**src/rtl/smi_route_pkg.sv**
```systemverilog
package smi_route_pkg;

    localparam int BYTE_W   = 8;
    // device sources: 0 parallel, 1 serial 2, 2 serial 1, 3 floppy
    localparam int DEV_SRCS = 4;
    // fixed sources: 0 first line, 1 second line, 2 third line
    localparam int FIX_SRCS = 3;

    localparam logic [BYTE_W-1:0] DEV_ST_KEEP = 8'hE1;
    localparam logic [BYTE_W-1:0] FIX_ST_KEEP = 8'hEC;

    typedef enum logic [1:0] {
        SEL_DEV_EN = 2'd0,
        SEL_FIX_EN = 2'd1,
        SEL_DEV_ST = 2'd2,
        SEL_FIX_ST = 2'd3
    } reg_sel_e;

    typedef struct packed {
        logic [BYTE_W-1:0] dev_en;
        logic [BYTE_W-1:0] fix_en;
        logic [BYTE_W-1:0] dev_st_raw;
        logic [BYTE_W-1:0] fix_st_raw;
    } cfg_t;

    // device enable and status share one bit position per source
    function automatic int dev_bit(input int i);
        return i + 1;
    endfunction

    function automatic int fix_en_bit(input int i);
        case (i)
            0:       return 0;
            1:       return 1;
            default: return 7;
        endcase
    endfunction

    function automatic int fix_st_bit(input int i);
        case (i)
            0:       return 0;
            1:       return 1;
            default: return 4;
        endcase
    endfunction

endpackage

```
**src/rtl/smi_edge_detect.sv**
```systemverilog
module smi_edge_detect #(
    parameter int W = 16
) (
    input  logic         clk,
    input  logic         rst_n,
    input  logic [W-1:0] lines_i,
    output logic [W-1:0] rise_o
);

    typedef struct packed {
        logic [W-1:0] prev;
    } edge_st_t;

    edge_st_t st_d, st_q;

    always_comb begin
        st_d      = st_q;
        st_d.prev = lines_i;
    end

    always_ff @(posedge clk or negedge rst_n) begin
        if (!rst_n) begin
            st_q <= '0;
        end else begin
            st_q <= st_d;
        end
    end

    assign rise_o = lines_i & ~st_q.prev;

    // a line that rose is remembered high, so it cannot rise again next cycle
    a_r4_single_cycle_rise: assert property (@(posedge clk) disable iff (!rst_n)
        (rise_o != '0) |=> ((rise_o & $past(rise_o)) == '0));

endmodule

```
**src/rtl/smi_line_pick.sv**
```systemverilog
module smi_line_pick #(
    parameter int NUM_IRQ = 16,
    parameter int IRQ_W   = $clog2(NUM_IRQ)
) (
    input  logic [IRQ_W-1:0]   num_i,
    input  logic [NUM_IRQ-1:0] lines_i,
    output logic               pick_o
);

    generate
        if ((1 << IRQ_W) == NUM_IRQ) begin : g_full
            assign pick_o = lines_i[num_i];
        end else begin : g_guard
            logic [(1 << IRQ_W)-1:0] padded;
            assign padded = {{((1 << IRQ_W) - NUM_IRQ){1'b0}}, lines_i};
            assign pick_o = padded[num_i];
        end
    endgenerate

endmodule

```
**src/rtl/smi_sticky.sv**
```systemverilog
module smi_sticky #(
    parameter int N = 4
) (
    input  logic         clk,
    input  logic         rst_n,
    input  logic [N-1:0] hit_i,
    input  logic [N-1:0] clr_i,
    output logic [N-1:0] stat_o
);

    typedef struct packed {
        logic [N-1:0] stat;
    } sticky_st_t;

    sticky_st_t st_d, st_q;

    always_comb begin
        st_d      = st_q;
        // a new hit outranks a clear in the same cycle
        st_d.stat = (st_q.stat & ~clr_i) | hit_i;
    end

    always_ff @(posedge clk or negedge rst_n) begin
        if (!rst_n) begin
            st_q <= '0;
        end else begin
            st_q <= st_d;
        end
    end

    assign stat_o = st_q.stat;

    a_r4_hit_sets: assert property (@(posedge clk) disable iff (!rst_n)
        (hit_i != '0) |=> ((stat_o & $past(hit_i)) == $past(hit_i)));

    a_r4_no_spurious_set: assert property (@(posedge clk) disable iff (!rst_n)
        (hit_i == '0) |=> ((stat_o & ~$past(stat_o)) == '0));

    a_r7_clear_empties: assert property (@(posedge clk) disable iff (!rst_n)
        (clr_i != '0) |=> ((stat_o & $past(clr_i & ~hit_i)) == '0));

endmodule

```
**src/rtl/smi_router.sv**
```systemverilog
module smi_router
    import smi_route_pkg::*;
#(
    parameter int NUM_IRQ   = 16,
    parameter int IRQ_W     = $clog2(NUM_IRQ),
    parameter int FIX0_LINE = 12,
    parameter int FIX1_LINE = 1,
    parameter int FIX2_LINE = 10
) (
    input  logic                clk,
    input  logic                rst_n,
    input  logic [NUM_IRQ-1:0]  irq_lines,
    input  logic [IRQ_W-1:0]    lpt_irq_sel,
    input  logic [IRQ_W-1:0]    ser2_irq_sel,
    input  logic [IRQ_W-1:0]    ser1_irq_sel,
    input  logic [IRQ_W-1:0]    fdc_irq_sel,
    input  logic [1:0]          reg_sel,
    input  logic                reg_wr,
    input  logic [BYTE_W-1:0]   reg_wdata,
    output logic [BYTE_W-1:0]   reg_rdata,
    output logic                smi_n
);

    cfg_t cfg_d, cfg_q;

    logic [NUM_IRQ-1:0]  rise_all;
    logic [IRQ_W-1:0]    dev_num [DEV_SRCS];
    logic [DEV_SRCS-1:0] dev_rise, dev_hit, dev_clr, dev_stat;
    logic [FIX_SRCS-1:0] fix_rise, fix_hit, fix_clr, fix_stat;
    logic                wr_dev_st, wr_fix_st;

    assign wr_dev_st = reg_wr && (reg_sel == SEL_DEV_ST);
    assign wr_fix_st = reg_wr && (reg_sel == SEL_FIX_ST);

    assign dev_num[0] = lpt_irq_sel;
    assign dev_num[1] = ser2_irq_sel;
    assign dev_num[2] = ser1_irq_sel;
    assign dev_num[3] = fdc_irq_sel;

    smi_edge_detect #(.W(NUM_IRQ)) u_edge (
        .clk     (clk),
        .rst_n   (rst_n),
        .lines_i (irq_lines),
        .rise_o  (rise_all)
    );

    generate
        for (genvar g = 0; g < DEV_SRCS; g++) begin : g_dev
            smi_line_pick #(.NUM_IRQ(NUM_IRQ), .IRQ_W(IRQ_W)) u_pick (
                .num_i   (dev_num[g]),
                .lines_i (rise_all),
                .pick_o  (dev_rise[g])
            );
            assign dev_hit[g] = dev_rise[g] & cfg_q.dev_en[dev_bit(g)];
            assign dev_clr[g] = wr_dev_st & reg_wdata[dev_bit(g)];
        end

        for (genvar g = 0; g < FIX_SRCS; g++) begin : g_fix
            localparam int LN = (g == 0) ? FIX0_LINE : (g == 1) ? FIX1_LINE : FIX2_LINE;
            assign fix_rise[g] = rise_all[LN];
            assign fix_hit[g]  = fix_rise[g] & cfg_q.fix_en[fix_en_bit(g)];
            assign fix_clr[g]  = wr_fix_st & reg_wdata[fix_st_bit(g)];
        end
    endgenerate

    smi_sticky #(.N(DEV_SRCS)) u_dev_stat (
        .clk    (clk),
        .rst_n  (rst_n),
        .hit_i  (dev_hit),
        .clr_i  (dev_clr),
        .stat_o (dev_stat)
    );

    smi_sticky #(.N(FIX_SRCS)) u_fix_stat (
        .clk    (clk),
        .rst_n  (rst_n),
        .hit_i  (fix_hit),
        .clr_i  (fix_clr),
        .stat_o (fix_stat)
    );

    always_comb begin
        cfg_d = cfg_q;
        if (reg_wr) begin
            unique case (reg_sel_e'(reg_sel))
                SEL_DEV_EN: cfg_d.dev_en     = reg_wdata;
                SEL_FIX_EN: cfg_d.fix_en     = reg_wdata;
                SEL_DEV_ST: cfg_d.dev_st_raw = reg_wdata;
                SEL_FIX_ST: cfg_d.fix_st_raw = reg_wdata;
                default: ;
            endcase
        end
    end

    always_ff @(posedge clk or negedge rst_n) begin
        if (!rst_n) begin
            cfg_q <= '0;
        end else begin
            cfg_q <= cfg_d;
        end
    end

    always_comb begin
        reg_rdata = '0;
        unique case (reg_sel_e'(reg_sel))
            SEL_DEV_EN: reg_rdata = cfg_q.dev_en;
            SEL_FIX_EN: reg_rdata = cfg_q.fix_en;
            SEL_DEV_ST: begin
                reg_rdata = cfg_q.dev_st_raw & DEV_ST_KEEP;
                for (int i = 0; i < DEV_SRCS; i++) begin
                    reg_rdata[dev_bit(i)] = dev_stat[i];
                end
            end
            SEL_FIX_ST: begin
                reg_rdata = cfg_q.fix_st_raw & FIX_ST_KEEP;
                for (int i = 0; i < FIX_SRCS; i++) begin
                    reg_rdata[fix_st_bit(i)] = fix_stat[i];
                end
            end
            default: ;
        endcase
    end

    assign smi_n = ~((|dev_stat) | (|fix_stat));

    a_r1_dev_en_store: assert property (@(posedge clk) disable iff (!rst_n)
        (reg_wr && (reg_sel == SEL_DEV_EN)) |=> (cfg_q.dev_en == $past(reg_wdata)));

    a_r2_fix_en_store: assert property (@(posedge clk) disable iff (!rst_n)
        (reg_wr && (reg_sel == SEL_FIX_EN)) |=> (cfg_q.fix_en == $past(reg_wdata)));

    a_r8_smi_needs_hit: assert property (@(posedge clk) disable iff (!rst_n)
        $fell(smi_n) |-> $past((dev_hit != '0) || (fix_hit != '0)));

endmodule

```
**config.mk**
```make
export PLATFORM = sky130hd
export DESIGN_NAME = smi_router
export DESIGN_NICKNAME = d
export VERILOG_FILES = /design/src/rtl/smi_route_pkg.sv /design/src/rtl/smi_edge_detect.sv /design/src/rtl/smi_line_pick.sv /design/src/rtl/smi_sticky.sv /design/src/rtl/smi_router.sv
export SDC_FILE = /design/constraint.sdc
export NUM_CORES = 1
export LEC_CHECK = 0
export BUFFER_PORTS_ARGS = -buffer_cell sky130_fd_sc_hd__buf_2
export CORE_MARGIN = 4
export CORE_UTILIZATION = 43
export CTS_CLUSTER_DIAMETER = 60
export DETAILED_ROUTE_END_ITERATION = 8
export PLACE_DENSITY = 0.63
export SLEW_MARGIN = 15
export SYNTH_ARGS = -nofsm -noshare
export SYNTH_HDL_FRONTEND = slang
export SYNTH_HIERARCHICAL = 1
export SYNTH_SLANG_ARGS = --single-unit
```
**constraint.sdc**
```tcl
create_clock -name clk -period 2.1 [get_ports clk]
set_clock_uncertainty 0.1 [all_clocks]
set_input_delay 0.105 -clock clk [delete_from_list [all_inputs] [get_ports clk]]
set_output_delay 0.105 -clock clk [all_outputs]
set_load 0.02 [all_outputs]
```
# Word level (Yosys, flattened, before mapping)
# Index checks and enable logic that the tools add are counted.
# Widths: inputs -> output; s select.
[classes] add_sub_neg=0 multipliers=0 n_div=0 n_lt_le_gt_ge=10 eq_ne=3 shift=0 muxes=21 n_bitwise=24 n_reduce_logical=12
[op_table] op="$ge 32x1->1 const B" n=3
[op_table] op="$lt 32x5->1 const B" n=3
[op_table] op="$mux 32" n=3
[op_table] op="$pmux 8 s4" n=1
[op_table] op="$bwmux 8" n=3
[op_table] op="$lt 4x5->1 const B" n=4
[op_table] op="$and 16x16->16" n=1
[op_table] op="$bmux 1 s4" n=4
[op_table] op="$not 16->16" n=1
[op_table] op="$and 1x1->1" n=14
[op_table] op="$demux 1 s3" n=3
[op_table] op="$reduce_and 2->1" n=4
[op_table] op="$mux 1" n=7
[op_table] op="$logic_and 1x1->1" n=5
[op_table] op="$and 4x4->4" n=1
[op_table] op="$eq 2x2->1 const B" n=2
[op_table] op="$not 4->4" n=1
[op_table] op="$or 4x4->4" n=1
[op_table] op="$reduce_or 4->1" n=1
[op_table] op="$and 3x3->3" n=1
[op_table] op="$not 3->3" n=1
[op_table] op="$or 3x3->3" n=1
[op_table] op="$reduce_or 3->1" n=1
[op_table] op="$eq 2x1->1 const B" n=1
[op_table] op="3 further kinds" n=3
[word_totals] ff_bits=55 latch_bits=0 ram_bits=0 romBits=0 input_bits=45 output_inout_bits=9 elab_cells=77 memories=0

# Logic depth before layout (Yosys ltp)
[logic_depth] ltp_word=10 mapped_depth=6 ltp_nobuf=6

# Hierarchy
# The synthesis kept the hierarchy.
[by_module_without_submodules] mod="smi_router" instances=1 cells_per_inst=83 area_each_um2=1278.7 seq_area_each_um2=625.6
[by_module_without_submodules] mod="smi_edge_detect" instances=1 cells_per_inst=32 area_each_um2=620.6 seq_area_each_um2=400.4
[by_module_without_submodules] mod="smi_line_pick" instances=4 cells_per_inst=7 area_each_um2=135.1 seq_area_each_um2=0.0
[by_module_without_submodules] mod="smi_sticky at u_dev_stat" instances=1 cells_per_inst=12 area_each_um2=145.1 seq_area_each_um2=100.1
[by_module_without_submodules] mod="smi_sticky at u_fix_stat" instances=1 cells_per_inst=9 area_each_um2=108.9 seq_area_each_um2=75.1

# Least setup slack after synthesis
# No wires, ideal clock.
[synth_path] kind="register -> output" start="register u_dev_stat.st_q (netlist bit u_dev_stat/stat_o[0])" end="output smi_n" arrival_ns=1.503 path_slack_ns=0.392 stages_incl_launch_ff=3 path_buffers=0 cell_sequence="dfrtp_1 -> or4_1 -> nor4_1"
[synth_via] elab_chain_len=3
[synth_rtl] item="start, declared" line_no="smi_sticky.sv:15" rtl="sticky_st_t st_d, st_q;"
[synth_rtl] item="start signal, assigned" line_no="smi_sticky.sv:27" rtl="st_q <= st_d;"
[synth_rtl] item="$reduce_or 4->1" line_no="smi_router.sv:124" rtl="assign smi_n = ~((|dev_stat) | (|fix_stat));"
[synth_rtl] item="$or 1x1->1" line_no="smi_router.sv:124"
[synth_rtl] item="$not 1->1" line_no="smi_router.sv:124"
[synth_rtl] item="end, declared" line_no="smi_router.sv:21" rtl="output logic smi_n"
# Every way passes these cells.

==> run summary <==
Crit path max-delay family: multiplexers
FP Rows: 28
area added between synthesis and finish: 27.22%
Post-synth EDFFs: 0
fin nets: 292
FMAX: 514.0 MHz
Die H: 87.15 µm
Max FO, Critical Path: 4
Crit path top cell by count: mux2i_1
crit-path cells: dlygate4sd3_1 -> buf_2 -> nor2b_4 -> mux4_1 -> mux2i_1 -> mux2i_1 -> and2_1 -> a21o_1
min Tclk post-route: 1946 ps
sequential area share after synthesis: 0.4459
cts bufs inserted: 5
Comb pwr share: 0.225
CTS tree: yes
cts hold-fix bufs: 25
WS Path Type: input port to flop
CP required: 2190 ps
Hold Vio Cnt, Final: 0
initial antenna violation count: 0
Longest Clk Path Bufs: 2
sw power: 0.6499 mW
Max-slew headroom: 0.6342
routed length per placed instance: 17.46 µm
Synth Warn #: 6
RSZ-0062 raised after global routing: no
Net Sw Frac: 0.2560
Reg area: 0.001201 mm²
slowest cell on the critical path: dlygate4sd3_1
total power per unit cell area: 740.8 mW/mm²
die area: 0.007595 mm²
clock sink count: 48
DRT Pass-1 Iters: 4
P_int: 1.889 mW
DR iter-0 viols: 79
final WL: 5640 µm
net count after synthesis: 209
post-CTS sizing: 0
largest net degree at the start of global routing: 25
final worst-path cycle share: 0.9265
Filler cells: 487
startpoint types: input port
Starting Density: 0.4497
Top FF cell, synth: dfrtp_1
Setup Viol. Count Final: 0
CP max stage delay: 560 ps
Worst-path clk slew: 90 ps
Port Buf Inserts: 53
Data arrival, critical path: 2040 ps
Synth Register Bits: 48
first-pass GRT wire length: 9390 µm
Worst-Skew Late Latency: 290 ps
status: finished, final reports clean
antenna cell count: 0
GR Overflow Total: 0
max_cap viols: 0
multi-input logic area: 0.001438 mm²
clk root buf: clkbuf_8
library cells used by synthesis: 19
placed insts: 290
Worst Path Buf+Inv: 2
detailed-route via count: 1685
DRC: 0
cell area after synthesis: 0.002694 mm²
Worst Max-Slew Pin Slew: 548.7 ps
Core Region: 0.005991 mm²
cells after synthesis: 164
vias in the first global route: 1777
Async SR Flop Fraction: 1.000
P_leak: 1.607 nW
Die Span X: 87.15 µm
Clk pwr share: 0.314
layout cell share with drive strength beyond 1: 0.4677
H-tree lvl count: 2
routed vias/inst: 5.217
io pins: 54
Post-Layout Cell Count: 323
Crit. End Element: flop
Setup Fix Bufs, Post-CTS: 0
gr usage total: 0.1622
Syn Area/Cell: 16.43 µm²
VDD IR-drop max: 416.3 µV
Setup TNS: 0 ps
sequential share of power: 0.461
max-slew violation count: 0
class of the most critical hold timing path: input port to flop
number of nets with antenna violations after routing: 0
Final GP Congestion: 0.8842
detailed placer's ending HPWL: 4202 µm
-- path summary, 6_finish.rpt --
| check | startpoint | slack [ps] | to | depth (start not counted) |
|---|---|---|---|---|
| max | irq_lines[14] | 150 | u_dev_stat/stat_o[1]$_DFF_PN0_ | 8 |
| min reg2reg | cfg_q[15]$_DFFE_PN0P_ | 410 | cfg_q[15]$_DFFE_PN0P_ | 1 |
| min in group asynchronous | rst_n | 220 | cfg_q[21]$_DFFE_PN0P_ | 2 |
| max reg2reg | u_edge/st_q[13]$_DFF_PN0_ | 360 | u_dev_stat/stat_o[1]$_DFF_PN0_ | 6 |
| min | reg_wr | 180 | cfg_q[3]$_DFFE_PN0P_ | 3 |
| max in group asynchronous | rst_n | 1050 | u_edge/st_q[12]$_DFF_PN0_ | 3 |
-- per-stage QoR --
stage	area [µm²]	hold slack (ps)	setup WS [ps]	power [mW]	util
6_report	3427	175.4	154.3	2.539	0.5721
2_1_floorplan	2694	-290.6	392.1	1.527	-
3_3_place_gp	3039	24.55	371.1	1.721	0.5073
3_5_place_dp	3039	19.98	355.3	1.734	0.5073
4_1_cts	3427	160.6	181.7	2.565	0.5721
5_1_grt	3427	178.6	50.23	2.668	0.5721
-- state kept, by name, summed over array words and instances, names as in the netlist --
signal / cells
u_dev_stat/stat_o: 4
cfg_q: 25
u_fix_stat/stat_o: 3
u_edge/st_q: 16
-- synthesized netlist by cell type (2+ instances only) --
master,count,share of area
dfrtp_1,48,0.45
mux4_1,16,0.16
nor2b_4,16,0.082
and2_1,14,0.033
buf_2,2,0.0037
mux2i_1,12,0.045
a21o_1,7,0.020
mux2_2,25,0.10
mux4_2,8,0.067
inv_1,7,0.0098
-- per-layer routing --
layer	vias to the layer above	track usage	part of all wire
li1	798	-	-
met4	0	0.02929	0.0066
met5	-	0	0
met2	33	0.2484	0.47
met3	4	0.03311	0.043
met1	850	0.2432	0.48
-- worst reg2reg max path, stage by stage (launching register included) --
cell,delay (ps)
dfrtp_1,380
nor2b_4,50
mux4_1,520
mux2i_1,170
mux2i_1,110
and2_1,160
a21o_1,150
-- area by class of cell --
type                       count  area share
multi-input combinational    105      0.4195
sequential                    48      0.3505
timing repair buffer          80      0.1548
tap                           75     0.02738
clock buffer                   5     0.02008
clock inverter                 3     0.02008
inverter                       7    0.007667
-- placed cells by master (no fill, tap or decap), drive strengths merged --
cell	synthesis	routed
dlygate4sd3	0	25
inv	7	8
and3	1	1
and2	14	14
and3b	1	1
or4	1	1
mux2	25	25
nand3	1	1
nor4	1	1
dfrtp	48	48
nor2b	16	16
nor3b	1	1
clkbuf	0	5
a21o	7	7
bufinv	0	2
mux4	24	24
nand3b	1	1
buf	4	55
mux2i	12	12
-- logic make-up (layout without fill, tap and decap cells) --
group,after synthesis,after routing,share of synthesized area
multiplexers,61,61,0.3720
AND/OR/NAND/NOR,37,37,0.1421
buffers and inverters,11,95,0.02044
AO/OA/AOI/OAI,7,7,0.01951
flip-flops,48,48,0.4459
-- power groups by stage --
stage / sequential (mW) / clock [mW] / combinational, mW
floorplan: 1.15 / 0 / 0.374
global placement: 1.19 / 0 / 0.535
detailed placement: 1.19 / 0 / 0.543
CTS: 1.17 / 0.813 / 0.580
global route: 1.19 / 0.847 / 0.628
finish: 1.17 / 0.797 / 0.572
(Power assumes the default switching activity.)
